[src/rtl/csplit_pkg.sv]
package csplit_pkg;
  typedef enum logic [2:0] {
    RESP_DATA0 = 3'd0,
    RESP_DATA1 = 3'd1,
    RESP_MDATA = 3'd2,
    RESP_NYET  = 3'd3,
    RESP_XERR  = 3'd4
  } resp_e;

  localparam int ST_XACT = 0;
  localparam int ST_MISS = 1;

  typedef struct packed {
    logic load;
    logic clrActive;
    logic setXact;
    logic setMissed;
    logic advBytes;
    logic markProg;
    logic retry;
    logic abort;
  } strobe_t;
endpackage

[src/rtl/csplit_ctrl.sv]
module csplit_ctrl
  import csplit_pkg::*;
#(
  parameter int MAX_RETRY = 2
) (
  input  logic       clk,
  input  logic       rst_n,
  input  logic       evalValid,
  input  logic [2:0] respCode,
  input  logic       uframeEnd,
  input  logic       descActive,
  input  logic       inWindow,
  input  logic       inOrder,
  input  logic       lastSplit,
  output strobe_t    strobe
);
  localparam int CNT_W = $clog2(MAX_RETRY + 1);
  localparam logic [CNT_W-1:0] CNT_MAX = CNT_W'(MAX_RETRY);

  logic [CNT_W-1:0] retryCnt, retryCntNext;
  resp_e resp;

  assign resp = resp_e'(respCode);

  always_comb begin
    strobe       = '0;
    strobe.load  = evalValid;
    retryCntNext = retryCnt;
    if (evalValid && descActive && inWindow) begin
      if (!inOrder) begin
        strobe.setMissed = 1'b1;
        strobe.clrActive = 1'b1;
        retryCntNext     = '0;
      end else begin
        case (resp)
          RESP_XERR: begin
            strobe.setXact = 1'b1;
            if (uframeEnd || retryCnt >= CNT_MAX) begin
              strobe.clrActive = 1'b1;
              strobe.abort     = 1'b1;
              retryCntNext     = '0;
            end else begin
              strobe.retry = 1'b1;
              retryCntNext = retryCnt + 1'b1;
            end
          end
          RESP_DATA0, RESP_DATA1: begin
            strobe.advBytes  = 1'b1;
            strobe.markProg  = 1'b1;
            strobe.clrActive = 1'b1;
            retryCntNext     = '0;
          end
          RESP_NYET: begin
            strobe.markProg  = 1'b1;
            strobe.clrActive = lastSplit;
            retryCntNext     = '0;
          end
          RESP_MDATA: begin
            strobe.markProg  = 1'b1;
            strobe.setXact   = lastSplit;
            strobe.clrActive = lastSplit;
            strobe.advBytes  = !lastSplit;
            retryCntNext     = '0;
          end
          default: retryCntNext = '0;
        endcase
      end
    end
  end

  always_ff @(posedge clk) begin
    if (!rst_n) retryCnt <= '0;
    else        retryCnt <= retryCntNext;
  end
endmodule

[src/rtl/csplit_dp.sv]
module csplit_dp
  import csplit_pkg::*;
#(
  parameter int MASK_W = 8,
  parameter int BYTE_W = 10,
  localparam int IDX_W = $clog2(MASK_W)
) (
  input  logic              clk,
  input  logic              rst_n,
  input  strobe_t           strobe,
  input  logic [BYTE_W-1:0] rxBytes,
  input  logic [IDX_W-1:0]  uframeIdx,
  input  logic              descActive,
  input  logic [1:0]        descStatus,
  input  logic [BYTE_W-1:0] descBytes,
  input  logic [MASK_W-1:0] cMask,
  input  logic [MASK_W-1:0] cProgMask,
  output logic              inWindow,
  output logic              inOrder,
  output logic              lastSplit,
  output logic              updValid,
  output logic              updActive,
  output logic [1:0]        updStatus,
  output logic [BYTE_W-1:0] updBytes,
  output logic [MASK_W-1:0] updProgMask,
  output logic              retryReq,
  output logic              uframeAbort
);
  logic [MASK_W-1:0] curBit, belowMask, progNext;
  logic [BYTE_W-1:0] bytesLeft;
  logic [1:0]        statusSet;

  assign curBit    = MASK_W'(1) << uframeIdx;
  assign belowMask = curBit - MASK_W'(1);
  assign progNext  = cProgMask | curBit;

  assign inWindow  = |(cMask & curBit);
  assign inOrder   = ((cMask ^ cProgMask) & belowMask) == '0;
  assign lastSplit = (cMask ^ progNext) == '0;

  assign bytesLeft = (descBytes >= rxBytes) ? descBytes - rxBytes : '0;

  always_comb begin
    statusSet          = descStatus;
    statusSet[ST_XACT] = descStatus[ST_XACT] | strobe.setXact;
    statusSet[ST_MISS] = descStatus[ST_MISS] | strobe.setMissed;
  end

  always_ff @(posedge clk) begin
    if (!rst_n) begin
      updValid    <= 1'b0;
      updActive   <= 1'b0;
      updStatus   <= '0;
      updBytes    <= '0;
      updProgMask <= '0;
      retryReq    <= 1'b0;
      uframeAbort <= 1'b0;
    end else begin
      updValid    <= strobe.load;
      retryReq    <= strobe.load & strobe.retry;
      uframeAbort <= strobe.load & strobe.abort;
      if (strobe.load) begin
        updActive   <= descActive & ~strobe.clrActive;
        updStatus   <= statusSet;
        updBytes    <= strobe.advBytes ? bytesLeft : descBytes;
        updProgMask <= strobe.markProg ? progNext : cProgMask;
      end
    end
  end
endmodule

[src/rtl/csplit_resp_handler.sv]
module csplit_resp_handler
  import csplit_pkg::*;
#(
  parameter int MASK_W    = 8,
  parameter int BYTE_W    = 10,
  parameter int MAX_RETRY = 2,
  localparam int IDX_W    = $clog2(MASK_W)
) (
  input  logic              clk,
  input  logic              rst_n,
  input  logic              evalValid,
  input  logic [2:0]        respCode,
  input  logic [BYTE_W-1:0] rxBytes,
  input  logic [IDX_W-1:0]  uframeIdx,
  input  logic              uframeEnd,
  input  logic              descActive,
  input  logic [1:0]        descStatus,
  input  logic [BYTE_W-1:0] descBytes,
  input  logic [MASK_W-1:0] cMask,
  input  logic [MASK_W-1:0] cProgMask,
  output logic              updValid,
  output logic              updActive,
  output logic [1:0]        updStatus,
  output logic [BYTE_W-1:0] updBytes,
  output logic [MASK_W-1:0] updProgMask,
  output logic              retryReq,
  output logic              uframeAbort
);
  strobe_t strobe;
  logic    inWindow, inOrder, lastSplit;

  csplit_ctrl #(.MAX_RETRY(MAX_RETRY)) u_ctrl (
    .clk(clk), .rst_n(rst_n), .evalValid(evalValid), .respCode(respCode),
    .uframeEnd(uframeEnd), .descActive(descActive), .inWindow(inWindow),
    .inOrder(inOrder), .lastSplit(lastSplit), .strobe(strobe)
  );

  csplit_dp #(.MASK_W(MASK_W), .BYTE_W(BYTE_W)) u_dp (
    .clk(clk), .rst_n(rst_n), .strobe(strobe), .rxBytes(rxBytes),
    .uframeIdx(uframeIdx), .descActive(descActive), .descStatus(descStatus),
    .descBytes(descBytes), .cMask(cMask), .cProgMask(cProgMask),
    .inWindow(inWindow), .inOrder(inOrder), .lastSplit(lastSplit),
    .updValid(updValid), .updActive(updActive), .updStatus(updStatus),
    .updBytes(updBytes), .updProgMask(updProgMask), .retryReq(retryReq),
    .uframeAbort(uframeAbort)
  );
endmodule

[config.mk]
export PLATFORM = sky130hd
export DESIGN_NAME = csplit_resp_handler
export DESIGN_NICKNAME = d
export VERILOG_FILES = /design/src/rtl/csplit_pkg.sv /design/src/rtl/csplit_ctrl.sv /design/src/rtl/csplit_dp.sv /design/src/rtl/csplit_resp_handler.sv
export SDC_FILE = /design/constraint.sdc
export NUM_CORES = 1
export LEC_CHECK = 0
export BUFFER_PORTS_ARGS = -buffer_cell sky130_fd_sc_hd__buf_2
export CAP_MARGIN = 10
export CORE_AREA = 2 2 96 98
export CTS_CLUSTER_DIAMETER = 60
export DETAILED_ROUTE_END_ITERATION = 12
export DIE_AREA = 0 0 98 100
export GPL_TIMING_DRIVEN = 0
export PLACE_DENSITY = 0.49
export SYNTH_ARGS = -nofsm -noshare
export SYNTH_HDL_FRONTEND = slang
export SYNTH_SLANG_ARGS = --single-unit
export TNS_END_PERCENT = 20
[constraint.sdc]
create_clock -name clk -period 2.75 [get_ports clk]
set_clock_uncertainty 0.1 [all_clocks]
set_input_delay 0 -clock clk [delete_from_list [all_inputs] [get_ports clk]]
set_output_delay 0 -clock clk [all_outputs]
set_load 0.01 [all_outputs]
# ---- Yosys cells after proc, flatten, opt, wreduce, memory -nomap -nowiden
# Cells that the tools add are included.
dict set report word_totals {
  out_inout_bits 24
  reg_bits 26
  inputBits 49
}
dict set report op_classes {
  magnitude_cmp 2
  n_reduce_logical 11
  shifts 1
  n_eq_ne 4
  muxes 18
  bitwise_logic 11
  add_sub_neg 3
}
# op n
set ops {}
lappend ops {{$mux 10} 2}
lappend ops {{$and 8x8->8} 2}
lappend ops {{$logic_not 8->1} 2}
lappend ops {{$xor 8x8->8} 2}
lappend ops {{$ge 10x10->1} 1}
lappend ops {{$sub 10x10->10} 1}
lappend ops {{$mux 2} 4}
lappend ops {{$mux 8} 1}
lappend ops {{$or 8x8->8} 1}
lappend ops {{$reduce_or 8->1} 1}
lappend ops {{$shl 1x3->8 const A} 1}
lappend ops {{$sub 8x1->8 const B} 1}
lappend ops {{$mux 7} 1}
lappend ops {{$eq 3x2->1 const B} 2}
lappend ops {{$mux 1} 6}
lappend ops {{$mux 4} 1}
lappend ops {{$pmux 1 s2} 2}
lappend ops {{$reduce_or 2->1} 2}
lappend ops {{$reduce_or 4->1} 1}
lappend ops {{$and 1x1->1} 3}
lappend ops {{$eq 3x1->1 const B} 1}
lappend ops {{$eq 3x3->1 const B} 1}
lappend ops {{$logic_not 3->1} 1}
lappend ops {{$pmux 1 s3} 1}
lappend ops {{7 further kinds} 9}

# ---- Logic depth before layout (Yosys ltp)
dict set report logic_depth {
  word_depth 10
  depth_mapped 12
}

# ---- Modules after synthesis
# A second synthesis with hierarchy kept.
dict set report hier_totals {
  cells_unflattened 275
  area_unflattened_um2 2133.3
}
# module area_per_inst_um2 cells_each seq_area_each_um2 n_inst
set by_module_without_submodules {}
lappend by_module_without_submodules {csplit_dp 1883.1 246 480.5 1}
lappend by_module_without_submodules {csplit_ctrl 250.2 29 40.0 1}

# ---- Worst setup path after synthesis
# No wires, ideal clock.
dict set report synth_timing {
  path_kind {input -> register}
  start {input port uframeIdx[0]}
  end {register u_dp.updBytes[9]}
  required_time_ps 2528
  t_arrival_ps 2473
  slack_ps 55
  setup_time_ps 122
  cell_stages 11
  cell_sequence {buf_2 > buf_4 > nor3b_1 > inv_1 > ha_1 > and4_1 > o31ai_2 > o2111ai_2 > nor4b_4 > o21ai_2 > a311o_1}
}
dict set report synth_between {
  elab_chain_cells 9
  elab_cells_between_ends 15
  classes_between {add/sub (1); shift (1); mux (4); bitwise (4); reduce/logical (5)}
}
# element line
set synth_lines {}
lappend synth_lines {{from (decl)} csplit_resp_handler.sv:14} ;# input logic [IDX_W-1:0] uframeIdx,
lappend synth_lines {{$shl 1x3->8 (*)} csplit_dp.sv:33} ;# assign curBit = MASK_W'(1) << uframeIdx;
lappend synth_lines {{parallel branches: the longest is 6 deep, another holds $sub 8x1->8} -}
lappend synth_lines {{$mux 7 (*)} csplit_ctrl.sv:29} ;# if (evalValid && descActive && inWindow) begin
lappend synth_lines {{$mux 10 (*)} csplit_dp.sv:65} ;# updBytes <= strobe.advBytes ? bytesLeft : descBytes;
lappend synth_lines {{to (signal assigned)} csplit_dp.sv:65}
lappend synth_lines {{to (decl)} csplit_dp.sv:24} ;# output logic [BYTE_W-1:0] updBytes,
# Mark *: on every way between the ends.
# A chain may end at the register's enable or synchronous reset.

# ---- Worst setup path after layout
dict set report layout_timing {
  start {input port descBytes[0]}
  end {register u_dp.updBytes[9]}
}
dict set report layout_between {
  elab_chain_cells 3
  elab_cells_between_ends 4
  classes_between {add/sub (1); order compare (1); mux (2)}
}
# element line
set layout_lines {}
lappend layout_lines {{from (decl)} csplit_resp_handler.sv:18} ;# input logic [BYTE_W-1:0] descBytes,
lappend layout_lines {{$sub 10x10->10 / $ge 10x10->1 (equally long branches)} csplit_dp.sv:41} ;# assign bytesLeft = (descBytes >= rxBytes) ? descBytes - rxBytes : '0;
lappend layout_lines {{$mux 10 (*)} csplit_dp.sv:41}
lappend layout_lines {{$mux 10 (*)} csplit_dp.sv:65}
# Every way passes the cells marked *; elsewhere a longest branch is shown, timed or not.

==> impl_results.md <==
* Status: completed
* Initial standard-cell utilization of the core at 0.243
* Endpoints failing setup at 0
* Maximum number of pins on one net before global-route repair at 15
* Post-route antenna net violation count at 0
* Count of cell types in the netlist at 63
* Crit path top cell by count: sky130_fd_sc_hd__inv_1
* Post-synth top area share at 0.241
* Slowest CP cell: sky130_fd_sc_hd__dlygate4sd3_1
* Per-instance average area after synthesis at 7.82 um^2
* Crit path setup slack, layout at 0.111 ns
* TritonCTS buffer count at 3
* Layout-stage area growth over the synthesis result at 39.0%
* Wire length of the first global-routing pass at 10.7 mm
* Number of register bits inferred by synthesis at 26
* Final worst hold slack at 0.00296 ns
* Worst slew margin relative to its limit at 0.660
* I/O Pins at 73
* HPWL after detailed placement at 5.33 mm
* Path type of the worst min-delay path: primary input to register
* Class of the most critical setup path: primary input to register
* Clock latency on the worst-skew pair at 0.27 ns
* Buffers on Ports at 70
* Gp weighted congestion at 0.854
* Final hold violation count at 0
* DRC violation count after routing at 0
* Met1 Usage GRT at 0.180
* Number of warnings reported in the yosys synthesis log at 0
* Via-per-instance ratio at 4.79
* P per Cell Area at 341 nW/um^2
* Fraction of the yosys area taken by sequential cells at 0.241
* Initial DRC Count at 137
* Die area at 9800 um^2
* CTS Root Buffer Type: sky130_fd_sc_hd__clkbuf_8
* Clock tree buffer depth at 2
* Crit path max fanout at 8
* Number of global-route vias before repair at 2208
* Count of final max-slew check failures at 0
* Area share of fa/ha/maj cells after synthesis at 0.0788
* Number of maximum-capacitance violations at 0
* Share of post-route cells with drive strength above 1 at 0.280
* Peak ir drop on the vdd network at 159 uV
* Arrival time at the worst endpoint at 2.71 ns
* Drt first pass iters at 4
* Portion of the clock cycle consumed by the worst path in the final layout at 0.960
* Highest-utilization routing layer at the global route stage: met2
* Antenna violations before repair at 0
* Average wire per cell in the routed design at 13.5 um
* Total power of the final layout at 1.02 mW
* Startpoint type of the worst setup path: primary input
* Count of H-tree levels built during CTS at 1
* Number of buffer and inverter instances along the worst setup path at 4
* Simple-gate portion of the synthesized area at 0.231
* Placement row count at 35
* Core Util, Final at 0.338
* Leakage component of the power at 1.38 nW
* Number of enable flip-flop cells after synthesis at 0
* Placeable core region at 8890 um^2
* Cell breakdown of the critical path: dlygate4sd3_1, buf_2, inv_1, ha_1, inv_1, fa_1, a31o_2, o21ai_0, a31oi_1, o211a_4, and4b_1, a311o_1
* ANT cells at 0
* Portion of netlist area occupied by mux cells at 0.0191
* Max frequency at 379 MHz
* Cell count after synthesis at 276
* Die Wd at 98 um
* Number of inserted filler cells in the final layout at 991
* Unrepaired setup endpoints after global routing: no
* Footprint of the multi-input gates at 1500 um^2
* FFs w/ async S/R, synth at 0
* Synthesized-area fraction occupied by xor and xnor cells at 0.0568
* Critical Path RT at 2.82 ns
* Largest cells by area after synthesis: sky130_fd_sc_hd__dfxtp_1 (24%), sky130_fd_sc_hd__ha_1 (7.0%), sky130_fd_sc_hd__o21ai_0 (6.5%), sky130_fd_sc_hd__a21oi_1 (5.8%), sky130_fd_sc_hd__inv_1 (3.8%)
* Clk slew on worst S/H paths at 0.09 ns
* Fraction of the mapped netlist area in compound gates at 0.301
* Met2 Resource Use GR at 0.225
* Delay of the slowest cell on the worst path at 0.53 ns
* Net count of the mapped netlist at 338
* Worst setup slack before clock tree synthesis at -0.471 ns
* Mapped cell area at 2160 um^2
* Delay-heaviest family, CP: compound AO/OA/AOI/OAI gates
* CTS tree: built
* Most used flip-flop cell after synthesis: sky130_fd_sc_hd__dfxtp_1
* Routed vias at 2347
* Transition time at the pin with the least slew margin at 0.509 ns
* Sequential cell area in the final layout at 520 um^2
* Summed negative setup slack over all endpoints at 0 ns
* Worst Setup End Kind: register
* Count of nets after finishing at 442
* Cell taking the most area after synthesis: sky130_fd_sc_hd__dfxtp_1
* Final Critical Period at 2.64 ns
* Wirelength, routed at 6.64 mm
* Global-route usage over all layers at 0.131
* TritonCTS Sinks at 26
* Dominant combinational cell family by area after synthesis: compound AO/OA/AOI/OAI gates
* GRT overflow at 0
* Floorplan die height at 100 um
* Met3 Track Usage GR at 0.0132
## cells in the mapped netlist (all sizes together) (2+ instances only)
cell and instances:
a2bb2oi 2, and2b 2, nor3 7, a211oi 3
or2 4, nand3 4, o22ai 4, nand2 19
dfxtp 26, and4 3, xor2 7, a22oi 5
o31ai 2, a21o 3, o21ai 29, nor2 12
a21oi 25, nor3b 3, inv 23, nand3b 3
or3 3, and2 4, clkbuf 6, ha 12
o2111ai 3, mux2i 3, and4b 2, nor2b 4
o21a 3, buf 7, xnor2 7, a31o 2
o211ai 2, a31oi 10, nand2b 7
## repair_timing
item / in CTS / in global routing
endpoints found under the setup margin: 14 / 20
pin swaps: 1 / 1
buffers inserted: 3 / 2
hold buffers: 24 / 0
hold endpoints to repair: 23 / 0
gates resized for setup: 0 / 5
## report_power, final
group	total [mW]	switching (mW)	internal (mW)
clock network	0.247	0.119	0.128
registers	0.410	0.0116	0.398
logic	0.367	0.193	0.174
## worst min-delay path, cell delays in order
cell and delay, ns:
sky130_fd_sc_hd__buf_2 0.13, sky130_fd_sc_hd__a21oi_1 0.07, sky130_fd_sc_hd__a21oi_1 0.13
## stage by stage
step	cells	area [um^2]
after global placement	457	2650
after floorplan	276	2160
after CTS	488	2970
after global routing	490	3000
final	490	3000
after detailed placement	457	2650
## state kept, by name, summed over array words and instances (netlist names)
| signal | count |
|---|---|
| u_dp.updBytes | 10 |
| u_dp.updProgMask | 8 |
| u_ctrl.retryCnt | 2 |
| u_dp.updStatus | 2 |
| u_dp.retryReq | 1 |
| u_dp.uframeAbort | 1 |
| u_dp.updActive | 1 |
| u_dp.updValid | 1 |
## layout by cell type (no fill, tap or decap), drive strengths merged, types with 4 or more instances in the layout
cell         count
a21oi           25
a22oi            5
a31oi           10
and2             4
buf             82
clkbuf          10
dfxtp           26
dlygate4sd3     24
ha              12
inv             23
nand2           19
nand2b           7
nand3            4
nor2            12
nor2b            4
nor3             7
o21ai           29
o22ai            4
or2              4
xnor2            7
xor2             7
## metal layers
layer,wire length [um],up-vias,share of wire
li1,-,1212,-
met1,3100,1055,0.47
met2,3100,76,0.47
met3,395,4,0.059
met4,42,0,0.0063
met5,0,-,0
## final timing paths
check                                                      from                          endpoint  slack (ns)  depth (start not counted)
worst max-delay path                               descBytes[0]     u_dp.updBytes[9]$_SDFFE_PN0P_        0.11                         12
worst min-delay path                               cProgMask[6]  u_dp.updProgMask[6]$_SDFFE_PN0P_       0.003                          3
worst max register to register  u_ctrl.retryCnt[0]$_SDFFE_PN0P_       u_dp.updActive$_SDFFE_PN0P_        0.73                          8
worst min register to register  u_ctrl.retryCnt[0]$_SDFFE_PN0P_   u_ctrl.retryCnt[0]$_SDFFE_PN0P_        0.42                          2
## final cells by class
| cell class | count | share of cell area |
|---|---|---|
| Tap cell | 111 | 0.0462 |
| Clock buffer | 4 | 0.0183 |
| Multi-Input combinational cell | 214 | 0.501 |
| Timing Repair Buffer | 99 | 0.209 |
| Buffer | 13 | 0.0233 |
| Sequential cell | 26 | 0.173 |
| Inverter | 23 | 0.0288 |
## logic make-up after synthesis
family          after synthesis
compound gates              100
simple gates                 83
buf+inv                      36
flops                        26
xor+xnor                     14
fa+ha+maj                    13
mux                           4
No activity file was read; power rests on OpenSTA's default activity.
